`src/rtl/adc_sp_pkg.sv`:
```
package adc_sp_pkg;
  typedef enum logic [1:0] {
    MODE_UART    = 2'b00,
    MODE_EXTCLK  = 2'b01,
    MODE_SELFCLK = 2'b10,
    MODE_SPARE   = 2'b11
  } port_mode_e;
endpackage

```
`src/rtl/adc_sp_blanker.sv`:
```
module adc_sp_blanker #(
  parameter int BLANK_CYC = 4
) (
  input  logic clk,
  input  logic rst_n,
  input  logic strobe,
  output logic active_o
);
  localparam int CW = $clog2(BLANK_CYC + 1);

  logic [CW-1:0] cnt_q, cnt_d;

  always_comb begin
    cnt_d = cnt_q;
    if (strobe)              cnt_d = CW'(BLANK_CYC);
    else if (cnt_q != '0)    cnt_d = cnt_q - 1'b1;
  end

  always_ff @(posedge clk or negedge rst_n) begin
    if (!rst_n) cnt_q <= '0;
    else        cnt_q <= cnt_d;
  end

  assign active_o = (cnt_q != '0);
endmodule

```
`src/rtl/adc_sp_framer.sv`:
```
module adc_sp_framer #(
  parameter int WORD_W = 16,
  parameter int BYTE_W = 8,
  localparam int NBYTES = WORD_W / BYTE_W,
  localparam int SH_W   = NBYTES * (BYTE_W + 3),
  localparam int CNT_W  = $clog2(SH_W + 1)
) (
  input  logic              uart_sel,
  input  logic [WORD_W-1:0] word,
  output logic [SH_W-1:0]   vec_o,
  output logic [CNT_W-1:0]  len_o
);
  logic [SH_W-1:0] uart_vec;
  logic [SH_W-1:0] plain_vec;

  // UART framing: slot 0 leaves first; byte 0 of the frame is the high byte.
  for (genvar b = 0; b < NBYTES; b++) begin : g_byte
    localparam int BASE = b * (BYTE_W + 3);
    localparam int SRC  = WORD_W - BYTE_W * (b + 1);
    assign uart_vec[BASE] = 1'b0;
    for (genvar k = 0; k < BYTE_W; k++) begin : g_bit
      assign uart_vec[BASE+1+k] = word[SRC+k];
    end
    assign uart_vec[BASE+BYTE_W+1] = 1'b1;
    assign uart_vec[BASE+BYTE_W+2] = 1'b1;
  end

  // Plain framing: bit-reverse so the MSB sits in slot 0.
  for (genvar i = 0; i < SH_W; i++) begin : g_plain
    if (i < WORD_W) begin : g_data
      assign plain_vec[i] = word[WORD_W-1-i];
    end else begin : g_pad
      assign plain_vec[i] = 1'b0;
    end
  end

  assign vec_o = uart_sel ? uart_vec : plain_vec;
  assign len_o = uart_sel ? CNT_W'(SH_W) : CNT_W'(WORD_W);
endmodule

```
`src/rtl/adc_sp_shifter.sv`:
```
module adc_sp_shifter #(
  parameter int SH_W    = 22,
  parameter int CLK_DIV = 4,
  localparam int CNT_W  = $clog2(SH_W + 1),
  localparam int PH_W   = (CLK_DIV > 1) ? $clog2(CLK_DIV) : 1
) (
  input  logic             clk,
  input  logic             rst_n,
  input  logic             self_clk,
  input  logic             start,
  input  logic [SH_W-1:0]  load_vec,
  input  logic [CNT_W-1:0] load_len,
  input  logic             ext_fall,
  input  logic             stop_req,
  output logic             busy_o,
  output logic             sd_o,
  output logic             sclk_o,
  output logic             abort_o
);
  localparam logic [PH_W-1:0] PH_LAST = PH_W'(CLK_DIV - 1);

  logic [SH_W-1:0]  sh_q, sh_d;
  logic [CNT_W-1:0] left_q, left_d;
  logic [PH_W-1:0]  ph_q, ph_d;
  logic             busy_q, busy_d;
  logic             stop_q, stop_d;
  logic             adv, last, quit;

  assign adv  = busy_q & (self_clk ? (ph_q == PH_LAST) : ext_fall);
  assign last = adv & (left_q == CNT_W'(1));
  assign quit = adv & (stop_q | stop_req);

  always_comb begin
    sh_d   = sh_q;
    left_d = left_q;
    ph_d   = ph_q;
    busy_d = busy_q;
    stop_d = stop_q;
    if (start) begin
      sh_d   = load_vec;
      left_d = load_len;
      ph_d   = '0;
      busy_d = 1'b1;
      stop_d = 1'b0;
    end else if (busy_q) begin
      ph_d = (ph_q == PH_LAST) ? '0 : ph_q + 1'b1;
      if (stop_req) stop_d = 1'b1;
      if (adv) begin
        sh_d   = sh_q >> 1;
        left_d = left_q - 1'b1;
      end
      if (last || quit) busy_d = 1'b0;
    end
  end

  always_ff @(posedge clk or negedge rst_n) begin
    if (!rst_n) begin
      sh_q   <= '0;
      left_q <= '0;
      ph_q   <= '0;
      busy_q <= 1'b0;
      stop_q <= 1'b0;
    end else begin
      sh_q   <= sh_d;
      left_q <= left_d;
      ph_q   <= ph_d;
      busy_q <= busy_d;
      stop_q <= stop_d;
    end
  end

  assign busy_o  = busy_q;
  assign sd_o    = sh_q[0];
  assign sclk_o  = busy_q & self_clk & (ph_q == PH_LAST);
  assign abort_o = quit & ~last;
endmodule

```
`src/rtl/adc_serial_port.sv`:
```
module adc_serial_port #(
  parameter int WORD_W    = 16,
  parameter int BYTE_W    = 8,
  parameter int BLANK_CYC = 4,
  parameter int CLK_DIV   = 4
) (
  input  logic              clk,
  input  logic              rst_n,
  input  logic [1:0]        mode_sel,
  input  logic              load_stb,
  input  logic [WORD_W-1:0] load_word,
  input  logic              cs_n,
  input  logic              sclk_in,
  output logic              sdata_o,
  output logic              sdata_oe,
  output logic              sclk_o,
  output logic              sclk_oe,
  output logic              rdy_n
);
  import adc_sp_pkg::*;

  localparam int NBYTES = WORD_W / BYTE_W;
  localparam int SH_W   = NBYTES * (BYTE_W + 3);
  localparam int CNT_W  = $clog2(SH_W + 1);

  port_mode_e mode;
  logic [1:0] rst_sync_q;
  logic       rst_int_n;
  logic [WORD_W-1:0] held_q, held_d;
  logic       pend_q, pend_d;
  logic       cs_q, sclk_q;
  logic       blank, busy, abort, start, cs_fall, ext_fall, self_clk;
  logic [SH_W-1:0]  vec;
  logic [CNT_W-1:0] len;

  assign mode = port_mode_e'(mode_sel);

  // Asynchronous assertion, synchronous release.
  always_ff @(posedge clk or negedge rst_n) begin
    if (!rst_n) rst_sync_q <= 2'b00;
    else        rst_sync_q <= {rst_sync_q[0], 1'b1};
  end
  assign rst_int_n = rst_sync_q[1];

  always_ff @(posedge clk or negedge rst_int_n) begin
    if (!rst_int_n) begin
      cs_q   <= 1'b1;
      sclk_q <= 1'b0;
      held_q <= '0;
      pend_q <= 1'b0;
    end else begin
      cs_q   <= cs_n;
      sclk_q <= sclk_in;
      held_q <= held_d;
      pend_q <= pend_d;
    end
  end

  assign self_clk = (mode == MODE_SELFCLK);
  assign cs_fall  = cs_q & ~cs_n;
  assign ext_fall = sclk_q & ~sclk_in;
  assign start    = cs_fall & ~load_stb & ~blank & pend_q & ~busy;

  always_comb begin
    held_d = held_q;
    pend_d = pend_q;
    if (load_stb) begin
      held_d = load_word;
      pend_d = 1'b1;
    end else if (start) begin
      pend_d = 1'b0;
    end
    if (abort) pend_d = 1'b1;
  end

  adc_sp_blanker #(.BLANK_CYC(BLANK_CYC)) u_blank (
    .clk      (clk),
    .rst_n    (rst_int_n),
    .strobe   (load_stb),
    .active_o (blank)
  );

  adc_sp_framer #(.WORD_W(WORD_W), .BYTE_W(BYTE_W)) u_frame (
    .uart_sel (mode == MODE_UART),
    .word     (held_q),
    .vec_o    (vec),
    .len_o    (len)
  );

  adc_sp_shifter #(.SH_W(SH_W), .CLK_DIV(CLK_DIV)) u_shift (
    .clk      (clk),
    .rst_n    (rst_int_n),
    .self_clk (self_clk),
    .start    (start),
    .load_vec (vec),
    .load_len (len),
    .ext_fall (ext_fall),
    .stop_req (cs_n),
    .busy_o   (busy),
    .sd_o     (sdata_o),
    .sclk_o   (sclk_o),
    .abort_o  (abort)
  );

  assign sdata_oe = busy;
  assign sclk_oe  = busy & self_clk;
  assign rdy_n    = blank | ~(pend_q | busy);
endmodule

```
`config.mk`:
```
export PLATFORM = sky130hd
export DESIGN_NAME = adc_serial_port
export DESIGN_NICKNAME = d
export VERILOG_FILES = /design/src/rtl/adc_sp_pkg.sv /design/src/rtl/adc_sp_blanker.sv /design/src/rtl/adc_sp_framer.sv /design/src/rtl/adc_sp_shifter.sv /design/src/rtl/adc_serial_port.sv
export SDC_FILE = /design/constraint.sdc
export NUM_CORES = 1
export LEC_CHECK = 0
export CAP_MARGIN = 40
export CORE_MARGIN = 2
export CORE_UTILIZATION = 25
export CTS_CLUSTER_DIAMETER = 200
export CTS_CLUSTER_SIZE = 14
export DETAILED_ROUTE_END_ITERATION = 7
export HOLD_SLACK_MARGIN = 0.1
export RECOVER_POWER = 100
export SYNTH_ARGS = -nofsm -noshare
export SYNTH_HDL_FRONTEND = slang
export SYNTH_SLANG_ARGS = --single-unit
```
`constraint.sdc`:
```
create_clock -name clk -period 1.93 [get_ports clk]
set_input_delay 0.2895 -clock clk [delete_from_list [all_inputs] [get_ports clk]]
set_output_delay 0.2895 -clock clk [all_outputs]
set_load 0.005 [all_outputs]
```
==> flow_summary_export.csv <==
group,metric,value,unit
logic_synthesis,syn_nets,258,
place,gp_congestion,0.7829,
worst_setup_path,path_buf_inv,3,
power_and_ir_drop,ir_drop,0.0003492,V
timing,fmax,0.5371,GHz
worst_setup_path,critical_path.slowest_cell,"clkdlybuf4s50_1",
global_routing,grt_pass1_vias,1893,
clocking,cts_tree,"built",
cells_and_area,drive_above_1_share,0.2000,
routing,antenna_left,0,
cells_and_area,nNetsFinal,297,
logic_synthesis,synth_area_per_cell,11.16,um2
clocking,htree_levels,2,
routing,drt_iter0_drc,115,
logic_synthesis,synth.largest_area_cell,"dfrtp_1",
global_routing,grt_usage,0.1050,
logic_synthesis,async_flop_share,1.000,
logic_synthesis,synth_edf_count,0,
cells_and_area,diodes,0,
routing,vias,1904,
clocking,clk_pin_slew_worst_paths,0.09,ns
worst_setup_path,cpPeakStageDelay,0.48,ns
routing,drc,0,
routing,avgViaCountPerCell,4.725,
routing,finalWirelength,5.406,mm
logic_synthesis,yosysMostFrequentCell,"dfrtp_1",
power_and_ir_drop,p_leak,1.345,nW
power_and_ir_drop,power_density,1085,mW/mm2
clocking,cts_hold_buffers,0,
die,die_w,105.3,um
clocking,insertion_delay,0.31,ns
cells_and_area,stdcell_count,403,
logic_synthesis,synth_common_cells,"54 x dfrtp_1, 19 x nand2_1, 17 x a21oi_1, 17 x a221o_1, 17 x o21ai_0",
global_routing,antenna_found_initial,0,
worst_setup_path,crit_required,1.64,ns
cells_and_area,area_growth,24.07,%
die,row_count,36,
timing,finClkSkew,0.005980,ns
timing,setup_slack,0.06811,ns
worst_setup_path,crit_family,"buffers and inverters",
worst_setup_path,crit_top_cell,"clkdlybuf4s50_1",
clocking,cts_root_buf,"clkbuf_8",
die,core-area,0.009864,mm2
min_path,hold_class,"in2async",
timing,fin_crit,1.862,ns
logic_synthesis,ys_types,40,
worst_setup_path,worstPathMaxFanout,3,
flow_run,cap_violations,0,
worst_setup_path,path_class,"in2out",
clocking,cts_buffers,5,
routing,wl_per_cell,13.41,um
place,post-place-ws,-0.08880,ns
logic_synthesis,netlist_instances,230,
timing,timing.final.crit_share,0.9647,
clocking,clock_tree.buffer_depth,2,
timing,worst_pin_slew,0.9401,ns
place,portBuffers,27,
logic_synthesis,synth.area.top_cells,"dfrtp_1 53%, mux2_2 7.0%, a221o_1 6.6%, a21oi_1 3.3%, o21ai_0 3.3%",
timing,rsz0062_at_grt,"false",
die,io_pins,28,
die,dieArea,0.01110,mm2
timing,drv_slew,0,
die,start_util,0.2603,
global_routing,grt_pass1_wl,9.356,mm
place,dp_hpwl,3.799,mm
global_routing,grt-ovfl-total,0,
logic_synthesis,synth.top_cell.area_share,0.5263,
timing,hold_violations,0,
timing,relSlewSlack,0.3733,
routing,dr.pass1.iters,4,
logic_synthesis,ys_seq_area_frac,0.5365,
status,outcome,"finished, final reports clean",
worst_setup_path,crit_chain,"clkdlybuf4s50_1, nand2b_4, nor2_4, buf_4, clkdlybuf4s50_1",
global_routing,grt_max_degree,33,
die,dieHeight,105.3,um
logic_synthesis,synth-main-ff-cell,"dfrtp_1",
cells_and_area,nFillCells,1015,
logic_synthesis,synth.cell_area,0.002567,mm2
clocking,cts_sinks,55,
place,dp.cells,393,
worst_setup_path,cp.arrival,1.57,ns
worst_setup_path,start_kind,"primary input",
logic_synthesis,yosys_warnings,0,
logic_synthesis,ys_seq_elements,55,
worst_setup_path,cp-end-kind,"output port",
timing,final-setup-viol-count,0,
## final timing paths
kind	startpoint	end	slack [ns]	depth (start not counted)
min in group clk	rst_sync_q[0]	rst_sync_q[1]	0.36	0
worst min register to register	rst_sync_q[0]	rst_sync_q[1]	0.36	0
worst max register to register	u_blank.cnt_q[0]	u_shift.left_q[4]	0.14	7
worst min-delay path	rst_n	rst_sync_q[1]	0.20	1
worst max-delay path	mode_sel[0]	sclk_oe	0.07	5
max in group asynchronous	rst_sync_q[1]	cs_q	0.79	1
## through the flow
stage          TNS (ns)  hold WS (ns)  total power, mW  area, um2  utilization
2_1_floorplan         0     -0.006091            2.462       2567            -
3_3_place_gp    -0.6747        0.2602            2.804       3099       0.3142
3_5_place_dp     -1.322        0.2604            2.838       3099       0.3142
4_1_cts               0        0.1208            3.513       3212       0.3256
5_1_grt               0        0.1935            3.722       3186       0.3229
6_report              0        0.1982            3.456       3186       0.3229
## sequential cells by signal, summed over array words and instances (netlist names)
register and flops:
cs_q 1, held_q 16, pend_q 1, rst_sync_q 2
sclk_q 1, u_blank.cnt_q 3, u_shift.busy_o 1, u_shift.left_q 5
u_shift.ph_q 2, u_shift.sh_q 22, u_shift.stop_q 1
## area by class of cell
type | count | area, um2 | area share
Tap cell | 133 | 166.4 | 0.05224
Timing Repair Buffer | 48 | 447.9 | 0.1406
Clock buffer | 6 | 72.57 | 0.02278
Multi-Input combinational cell | 152 | 1081 | 0.3394
Inverter | 7 | 26.28 | 0.008248
Clock inverter | 2 | 12.51 | 0.003928
Sequential cell | 55 | 1379 | 0.4328
## where the power goes
group | total (mW) | leakage, nW | internal (mW) | switching (mW)
logic | 1.09 | 0.625 | 0.598 | 0.495
clock network | 0.621 | 0.0412 | 0.254 | 0.366
registers | 1.74 | 0.678 | 1.50 | 0.241
## cells by family after synthesis
group / share of synthesized area
buffers and inverters: 0.04386
xor gates and xnor gates: 0.003412
DFF: 0.5366
and+or+nand+nor: 0.1301
other: 0.001461
adders and majority gates: 0.02437
AOI/OAI and AO/OA: 0.1754
muxes: 0.08479
## placed cells by master (no fill, tap or decap), types with 2 or more instances in the layout
| cell type | instances |
|---|---|
| clkdlybuf4s50_1 | 19 |
| o21ai_0 | 17 |
| buf_4 | 16 |
| a221o_1 | 17 |
| nand3_1 | 8 |
| nand2_1 | 19 |
| a211oi_1 | 2 |
| o221ai_1 | 2 |
| dlygate4sd3_1 | 5 |
| mux2_2 | 16 |
| buf_12 | 2 |
| clkbuf_2 | 2 |
| nor3_1 | 8 |
| ha_1 | 5 |
| dfrtp_1 | 53 |
| nor3b_1 | 2 |
| o211ai_1 | 2 |
| nor2b_1 | 4 |
| o31ai_1 | 2 |
| dlygate4sd2_1 | 3 |
| inv_1 | 6 |
| nor2_1 | 10 |
| a21oi_1 | 18 |
| clkbuf_8 | 5 |
## repair_timing
action	CTS	global route
setup buffers	2	0
gates resized for setup	9	0
setup endpoints to repair	3	0
endpoints found under the hold margin	0	0
## layer usage
metal  vias to the layer above  part of all wire  track usage
li1                        923                 -            -
met1                       947              0.52       0.1467
met2                        29              0.43       0.1613
met3                         5             0.036      0.02597
met4                         0            0.0094      0.02857
met5                         -                 0            0
(Power assumes the default switching activity.)
